**config.mk**
```make
export PLATFORM = sky130hd
export DESIGN_NAME = hcs_router
export DESIGN_NICKNAME = d
export VERILOG_FILES = /design/src/rtl/hcs_pkg.sv /design/src/rtl/hcs_fifo.sv /design/src/rtl/hcs_circuit_table.sv /design/src/rtl/hcs_sw_alloc.sv /design/src/rtl/hcs_router.sv
export SDC_FILE = /design/constraint.sdc
export NUM_CORES = 1
export LEC_CHECK = 0
export CORE_UTILIZATION = 65
export DETAILED_ROUTE_END_ITERATION = 8
export DONT_BUFFER_PORTS = 1
export PLACE_DENSITY = 0.89
export RECOVER_POWER = 100
export SYNTH_ARGS = -nofsm -noshare
export SYNTH_HDL_FRONTEND = slang
export SYNTH_HIERARCHICAL = 1
export SYNTH_SLANG_ARGS = --single-unit
```
**constraint.sdc**
```tcl
create_clock -name clk -period 5.6 [get_ports clk]
set_input_delay 1.12 -clock clk [delete_from_list [all_inputs] [get_ports clk]]
set_output_delay 1.12 -clock clk [all_outputs]
set_load 0.01 [all_outputs]
```
**src/rtl/hcs_pkg.sv**
```systemverilog
package hcs_pkg;
  // five router ports: local, north, south, east, west
  localparam int NPORT = 5;
  localparam int PW    = $clog2(NPORT);
endpackage

```
**src/rtl/hcs_fifo.sv**
```systemverilog
module hcs_fifo #(
  parameter int W     = 8,
  parameter int DEPTH = 4
) (
  input  logic         clk,
  input  logic         rst,
  input  logic         push,
  input  logic [W-1:0] wdata,
  input  logic         pop,
  output logic [W-1:0] head,
  output logic         empty,
  output logic         full
);
  localparam int AW = $clog2(DEPTH);

  logic [W-1:0]  mem [DEPTH];
  logic [AW-1:0] wp, rp;
  logic [AW:0]   cnt;

  // storage without reset so it maps onto distributed RAM
  always_ff @(posedge clk) begin
    if (push) mem[wp] <= wdata;
  end

  always_ff @(posedge clk) begin
    if (rst) begin
      wp  <= '0;
      rp  <= '0;
      cnt <= '0;
    end else begin
      if (push) wp <= wp + AW'(1);
      if (pop)  rp <= rp + AW'(1);
      cnt <= cnt + {{AW{1'b0}}, push} - {{AW{1'b0}}, pop};
    end
  end

  assign head  = mem[rp];
  assign empty = (cnt == '0);
  assign full  = (cnt == (AW+1)'(DEPTH));

  // the upstream side never writes a full queue
  a_r8_no_push_full: assert property (@(posedge clk) disable iff (rst) push |-> !full);
  // the allocator never removes from an empty queue
  a_r8_no_pop_empty: assert property (@(posedge clk) disable iff (rst) pop |-> !empty);
endmodule

```
**src/rtl/hcs_circuit_table.sv**
```systemverilog
module hcs_circuit_table
  import hcs_pkg::*;
(
  input  logic             clk,
  input  logic             rst,
  input  logic             cfg_we,
  input  logic [PW-1:0]    cfg_port,
  input  logic [PW-1:0]    cfg_out,
  input  logic             cfg_set,
  input  logic [NPORT-1:0] fl_valid,
  input  logic [NPORT-1:0] fl_circ,
  output logic [NPORT-1:0] cwin,
  output logic [NPORT-1:0] claim,
  output logic [PW-1:0]    claim_src [NPORT]
);
  logic [NPORT-1:0] tbl_v;
  logic [PW-1:0]    tbl_o [NPORT];

  always_ff @(posedge clk) begin
    if (rst) begin
      tbl_v <= '0;
      for (int i = 0; i < NPORT; i++) tbl_o[i] <= '0;
    end else if (cfg_we && cfg_port < PW'(NPORT) && cfg_out < PW'(NPORT)) begin
      tbl_v[cfg_port] <= cfg_set;
      tbl_o[cfg_port] <= cfg_out;
    end
  end

  // lower-numbered inputs claim first; losers fall back to their queue
  always_comb begin
    claim = '0;
    cwin  = '0;
    for (int o = 0; o < NPORT; o++) claim_src[o] = '0;
    for (int i = 0; i < NPORT; i++) begin
      if (fl_valid[i] && fl_circ[i] && tbl_v[i] && !claim[tbl_o[i]]) begin
        claim[tbl_o[i]]     = 1'b1;
        claim_src[tbl_o[i]] = PW'(i);
        cwin[i]             = 1'b1;
      end
    end
  end
endmodule

```
**src/rtl/hcs_sw_alloc.sv**
```systemverilog
module hcs_sw_alloc
  import hcs_pkg::*;
(
  input  logic             clk,
  input  logic             rst,
  input  logic [NPORT-1:0] head_v,
  input  logic [PW-1:0]    head_dst [NPORT],
  input  logic [NPORT-1:0] fire,
  output logic [NPORT-1:0] gnt_v,
  output logic [PW-1:0]    gnt_in [NPORT],
  output logic [NPORT-1:0] pop
);
  logic [PW-1:0]    rr [NPORT];
  logic [NPORT-1:0] held;
  logic [NPORT-1:0] req [NPORT];
  logic [NPORT-1:0] pick_v;
  logic [PW-1:0]    pick [NPORT];

  // inputs that already own an output, and those whose head crosses now
  always_comb begin
    held = '0;
    pop  = '0;
    for (int o = 0; o < NPORT; o++) begin
      if (gnt_v[o]) begin
        held[gnt_in[o]] = 1'b1;
        if (fire[o]) pop[gnt_in[o]] = 1'b1;
      end
    end
  end

  // input stage: each queue head requests exactly one output
  always_comb begin
    for (int o = 0; o < NPORT; o++)
      for (int i = 0; i < NPORT; i++)
        req[o][i] = head_v[i] && !held[i] && (head_dst[i] == PW'(o));
  end

  // output stage: rotating-priority search per output
  always_comb begin
    int idx;
    for (int o = 0; o < NPORT; o++) begin
      pick_v[o] = 1'b0;
      pick[o]   = '0;
      for (int k = 0; k < NPORT; k++) begin
        idx = int'(rr[o]) + k;
        if (idx >= NPORT) idx = idx - NPORT;
        if (!pick_v[o] && req[o][PW'(idx)]) begin
          pick_v[o] = 1'b1;
          pick[o]   = PW'(idx);
        end
      end
    end
  end

  always_ff @(posedge clk) begin
    if (rst) begin
      gnt_v <= '0;
      for (int o = 0; o < NPORT; o++) begin
        gnt_in[o] <= '0;
        rr[o]     <= '0;
      end
    end else begin
      for (int o = 0; o < NPORT; o++) begin
        if ((!gnt_v[o] || fire[o]) && pick_v[o]) begin
          gnt_v[o]  <= 1'b1;
          gnt_in[o] <= pick[o];
          rr[o]     <= (pick[o] == PW'(NPORT-1)) ? '0 : pick[o] + PW'(1);
        end else if (fire[o]) begin
          gnt_v[o] <= 1'b0;
        end
      end
    end
  end

  for (genvar o = 0; o < NPORT; o++) begin : g_out_chk
    // a grant blocked by circuit traffic is kept, for the same input
    a_r5_grant_kept: assert property (@(posedge clk) disable iff (rst)
      gnt_v[o] && !fire[o] |=> gnt_v[o] && $stable(gnt_in[o]));
    // the crossbar only moves a packet flit that holds a grant
    a_r9_fire_needs_grant: assert property (@(posedge clk) disable iff (rst)
      fire[o] |-> gnt_v[o]);
  end

  for (genvar i = 0; i < NPORT; i++) begin : g_in_chk
    logic [NPORT-1:0] gm;
    always_comb
      for (int o = 0; o < NPORT; o++) gm[o] = gnt_v[o] && (gnt_in[o] == PW'(i));
    // one input never owns two outputs, so nothing is duplicated
    a_r8_single_grant: assert property (@(posedge clk) disable iff (rst) $onehot0(gm));
  end
endmodule

```
**src/rtl/hcs_router.sv**
```systemverilog
module hcs_router
  import hcs_pkg::*;
#(
  parameter int DATA_W = 8,
  parameter int DEPTH  = 4
) (
  input  logic                    clk,
  input  logic                    rst,
  input  logic [NPORT-1:0]        in_valid,
  input  logic [NPORT-1:0]        in_circ,
  input  logic [NPORT*DATA_W-1:0] in_data,
  output logic [NPORT-1:0]        in_ready,
  input  logic                    cfg_we,
  input  logic [PW-1:0]           cfg_port,
  input  logic [PW-1:0]           cfg_out,
  input  logic                    cfg_set,
  output logic [NPORT-1:0]        out_valid,
  output logic [NPORT-1:0]        out_circ,
  output logic [NPORT*DATA_W-1:0] out_data
);
  logic [DATA_W-1:0] in_word  [NPORT];
  logic [DATA_W-1:0] head_q   [NPORT];
  logic [DATA_W-1:0] out_word [NPORT];
  logic [NPORT-1:0]  cwin, claim, push, empty, full, head_v, gnt_v, fire, pop;
  logic [PW-1:0]     claim_src [NPORT];
  logic [PW-1:0]     head_dst  [NPORT];
  logic [PW-1:0]     gnt_in    [NPORT];

  hcs_circuit_table u_table (
    .clk       (clk),
    .rst       (rst),
    .cfg_we    (cfg_we),
    .cfg_port  (cfg_port),
    .cfg_out   (cfg_out),
    .cfg_set   (cfg_set),
    .fl_valid  (in_valid),
    .fl_circ   (in_circ),
    .cwin      (cwin),
    .claim     (claim),
    .claim_src (claim_src)
  );

  hcs_sw_alloc u_alloc (
    .clk      (clk),
    .rst      (rst),
    .head_v   (head_v),
    .head_dst (head_dst),
    .fire     (fire),
    .gnt_v    (gnt_v),
    .gnt_in   (gnt_in),
    .pop      (pop)
  );

  for (genvar p = 0; p < NPORT; p++) begin : g_port
    assign in_word[p] = in_data[p*DATA_W +: DATA_W];
    // everything that is not a winning circuit flit is buffered
    assign push[p]    = in_valid[p] && !cwin[p];

    hcs_fifo #(.W(DATA_W), .DEPTH(DEPTH)) u_q (
      .clk   (clk),
      .rst   (rst),
      .push  (push[p]),
      .wdata (in_word[p]),
      .pop   (pop[p]),
      .head  (head_q[p]),
      .empty (empty[p]),
      .full  (full[p])
    );

    assign in_ready[p] = !full[p];
    assign head_v[p]   = !empty[p];
    assign head_dst[p] = head_q[p][DATA_W-1 -: PW];
    // packet flits take the link only when no circuit flit wants it
    assign fire[p]     = gnt_v[p] && !claim[p];
    assign out_data[p*DATA_W +: DATA_W] = out_word[p];
  end

  // crossbar and output registers (switch traversal stage)
  always_ff @(posedge clk) begin
    if (rst) begin
      out_valid <= '0;
      out_circ  <= '0;
      for (int p = 0; p < NPORT; p++) out_word[p] <= '0;
    end else begin
      for (int p = 0; p < NPORT; p++) begin
        if (claim[p])     out_word[p] <= in_word[claim_src[p]];
        else if (fire[p]) out_word[p] <= head_q[gnt_in[p]];
        out_valid[p] <= claim[p] || fire[p];
        out_circ[p]  <= claim[p];
      end
    end
  end

  for (genvar p = 0; p < NPORT; p++) begin : g_chk
    // a circuit claim always reaches the link on the next edge, tagged
    a_r5_circuit_first: assert property (@(posedge clk) disable iff (rst)
      claim[p] |=> out_valid[p] && out_circ[p]);
    // a packet that crosses is tagged as a packet
    a_r3_packet_tagged: assert property (@(posedge clk) disable iff (rst)
      fire[p] |=> out_valid[p] && !out_circ[p]);
    // upstream honours the credit
    a_r8_ready_honoured: assert property (@(posedge clk) disable iff (rst)
      push[p] |-> in_ready[p]);
  end
endmodule

```
==> implementation parameters <==
Parameter                              Value

Route
  Average detailed-routed wire length per instance    27.43 um
  Antenna-violating nets left    0
  Routed via count    between 15000 and 20000
  Vias per cell    7.341
  Drt initial violations    2413
  Number of design rule violations left after detail routing    0
  Final routed wirelength across all metal layers    ~68000 um
  Initial DRT Pass Iterations    7

Clocking
  Clock tree from TritonCTS    yes
  Clock sink count    310
  Resized Gates After CTS    0
  Number of buffers on the longest clock path    3
  Clock input transition at the sequential cells of the worst setup and hold paths    ~0.060 ns
  # hold bufs at CTS    0
  Clock tree root driver cell    sky130_fd_sc_hd__clkbuf_16
  Buffers inserted during post-CTS setup optimization    0
  H-tree levels    1
  Total clock buffers created by CTS    30
  Clock insertion delay at the later pin of the skew report    0.58 ns

STA
  Unrepaired setup endpoints after global routing    no
  Final-layout setup total negative slack    0 ns
  Slew of the pin with the lowest slew margin    1.295 ns
  Clock period minus final worst setup slack    ~5.0 ns
  Maximum clock rate    roughly 200 MHz
  Clk_skew    around 0.024 ns
  Number of endpoints failing setup at the final stage    0
  Final Max Slew Viols    0
  Final Hold Fails    0
  Final clock period utilization by the worst path    around nine tenths
  Worst max-slew margin expressed relative to the limit    13.67%

Synthesis
  Warnings from Yosys    6
  Main area contributors after synthesis    sky130_fd_sc_hd__edfxtp_1 32%, sky130_fd_sc_hd__mux4_2 7.8%, sky130_fd_sc_hd__dfxtp_1 7.3%
  Largest area contributor in the synthesized netlist    sky130_fd_sc_hd__edfxtp_1
  Count of state elements after synthesis    310
  Mean post-synth cell area    between 10 and 15 um2
  Count of cell types in the netlist    111
  Syn Std Cell Area    around 22000 um2
  Sequential area share after synthesis    39.02%
  Number of flops mapped to enable cells by yosys    230
  Proportion of netlist area held by the largest area contributor    a little under a third
  Net count after synthesis    2170
  Flip-flop cell with the highest count after synthesis    sky130_fd_sc_hd__edfxtp_1
  Fraction of registers with async set/reset    0%
  Post-synthesis instance total    2024

GRT
  First-pass GRT wire length    101000 um
  Number of antenna violations at the first check in global routing    0
  Number of global-route vias before repair    17350
  Total global routing overflow    0
  Pin count of the biggest net entering global routing    90
  Overall global routing resource usage    39.21%

Critical path
  Slowest cell on the critical path    sky130_fd_sc_hd__nor4_1
  Element type at the critical path start    flop
  Longest individual stage delay on the worst path    0.85 ns
  Crit Path Max Fanout    7
  Category of the most critical setup path    flop to flop
  Worst EP arrival    5.46 ns
  Nature of the critical path endpoint    flop
  Required time at the worst-slack endpoint    6.01 ns
  Cell Chain, Critical Path    inv_1 > ha_1 > a211o_1 > a22oi_1 > nor3_1 > o22ai_1 > a21bo_1 > nor4_1 > o211ai_1 > a21oi_1 > nor2b_1 > ha_1 > or4_1 > a21oi_1
  Launch instance of the worst register-to-register path    u_alloc/rr[0][4]
  Source of the critical timing path    u_alloc/rr[0][4]

Worst hold path
  Hold path startpoint    u_table/tbl_v[3]
  Worst min-delay path class    flop to flop

Power
  Power density normalized to cell area    approximately 510 nW/um2
  Static leakage power    around 7.8 nW
  Maximum vdd ir drop    ~0.00032 V

Placed design
  Instance count after placement with tap cells included    2408
  Final weighted congestion in routability-driven placement    1.006
  Cell area reported after detailed placement    ~22000 um2
  Number of input and output port buffers inserted    0
  Placed wire-length estimate    49160 um

Floorplanning
  Die outline width    185.2 um
  Chip height    185.2 um
  Effective utilization at floorplan    66.51%
  I/O pin count    115
  Standard-cell row count    66
  Area of the core region    roughly 33000 um2
  Full die area    34280 um2

Run status
  Outcome    finished clean

Run
  Number of max-cap violations    0

Layout
  Commonest non-fill, non-tap cells in the layout    230 x sky130_fd_sc_hd__edfxtp_1, 142 x sky130_fd_sc_hd__nor2_1, 105 x sky130_fd_sc_hd__inv_1
  Fill count    2331
  Layout Cells excl Fill    2465
  Leading cell type in the layout, fill and taps excluded    sky130_fd_sc_hd__edfxtp_1
  Ratio of cells with drive above 1 in the final layout    between 10% and 20%
  Post-layout net count    ~2100
  Cell area after layout    about 23000 um2
  Syn-to-layout area delta    5.583%
  Post-layout util    a little over two thirds
==> registers in the layout (all words and copies together) (netlist names), named ones only <==
name	count
g_port.u_q/cnt	15
g_port.u_q/mem	160
g_port.u_q/rp	10
g_port.u_q/wp	10
out_circ	5
out_valid	5
out_word	40
u_alloc/gnt_in	15
u_alloc/gnt_v	5
u_alloc/rr	15
u_table/tbl_o	15
u_table/tbl_v	5
==> per-layer routing <==
metal  global-route usage, %  up-vias  share of wire [%]
met5                       0        -                  0
met4                   24.43        0                7.0
met3                   9.280      337                 11
met2                   63.79     1294                 46
met1                   47.08     8613                 36
li1                        -     7852                  -
==> Yosys cell counts, types with 27 or more instances <==
master,count
sky130_fd_sc_hd__nand2_1,96
sky130_fd_sc_hd__a211oi_1,28
sky130_fd_sc_hd__dfxtp_1,80
sky130_fd_sc_hd__buf_2,31
sky130_fd_sc_hd__a32oi_1,28
sky130_fd_sc_hd__nor2b_1,58
sky130_fd_sc_hd__a21oi_1,83
sky130_fd_sc_hd__nor2_1,143
sky130_fd_sc_hd__xnor2_1,36
sky130_fd_sc_hd__nand3b_1,39
sky130_fd_sc_hd__ha_1,76
sky130_fd_sc_hd__a221oi_1,36
sky130_fd_sc_hd__clkbuf_1,27
sky130_fd_sc_hd__edfxtp_1,230
sky130_fd_sc_hd__o21ai_0,77
sky130_fd_sc_hd__and2_1,46
sky130_fd_sc_hd__nor3_1,57
sky130_fd_sc_hd__nand3_1,34
sky130_fd_sc_hd__mux2_2,58
sky130_fd_sc_hd__mux2i_1,89
sky130_fd_sc_hd__mux4_2,76
sky130_fd_sc_hd__inv_1,105
==> worst max-delay path: cells and delay by family (launching register included) <==
family	cells	cell delay [ns]
and+or+nand+nor	4	1.57
AOI/OAI and AO/OA	7	2.00
buffers and inverters	1	0.24
adders and majority gates	2	0.53
DFF	1	0.54
==> per-stage QoR <==
step | power [mW] | worst slack, ns | hold slack [ns]
after floorplan | 7.992 | 0.7117 | 0.4435
after global placement | 9.226 | 0.4024 | 0.4664
after detailed placement | 9.422 | 0.2887 | 0.4753
after CTS | 11.51 | 0.7589 | 0.4846
after global routing | 12.26 | 0.3324 | 0.5047
final | 11.67 | 0.5540 | 0.4848
==> worst paths after layout <==
| kind | end | slack, ns | cells after the start |
|---|---|---|---|
| worst max-delay path | u_alloc/rr[0][5] | 0.55 | 14 |
| worst min-delay path | u_table/tbl_v[3] | 0.48 | 2 |
| worst max register to register | u_alloc/rr[0][5] | 0.55 | 14 |
| worst min register to register | u_table/tbl_v[3] | 0.48 | 2 |
==> layout make-up <==
type	instances	area, um2	area share, %
inverter	116	435.4	1.891
timing repair buffer	30	196.4	0.8533
multi-input combinational	1510	12320	53.53
antenna	1	2.502	0.01087
sequential	310	8508	36.96
clock inverter	13	142.6	0.6196
tap	442	553.0	2.402
clock buffer	43	860.8	3.739
==> report_power, final <==
| group | switching [mW] | internal [mW] | total (mW) |
|---|---|---|---|
| logic | 3.76 | 2.42 | 6.18 |
| registers | 0.518 | 2.91 | 3.43 |
| clock network | 0.892 | 1.17 | 2.06 |
| total | 5.17 | 6.49 | 11.7 |
==> cell families (layout without fill, tap and decap cells) <==
group                    after synthesis  count (layout)  share of synthesized area [%]
flip-flops                           310             310                          39.02
adder cells (fa/ha/maj)               86              86                          5.279
AO/OA/AOI/OAI                        467             467                          15.80
multiplexers                         223             223                          14.93
XOR/XNOR                              47              47                          2.232
buffers and inverters                204             202                          4.281
AND/OR/NAND/NOR                      687             687                          18.45
other                                  0               1                              0
Note: power is estimated with default switching activity, not from simulation.
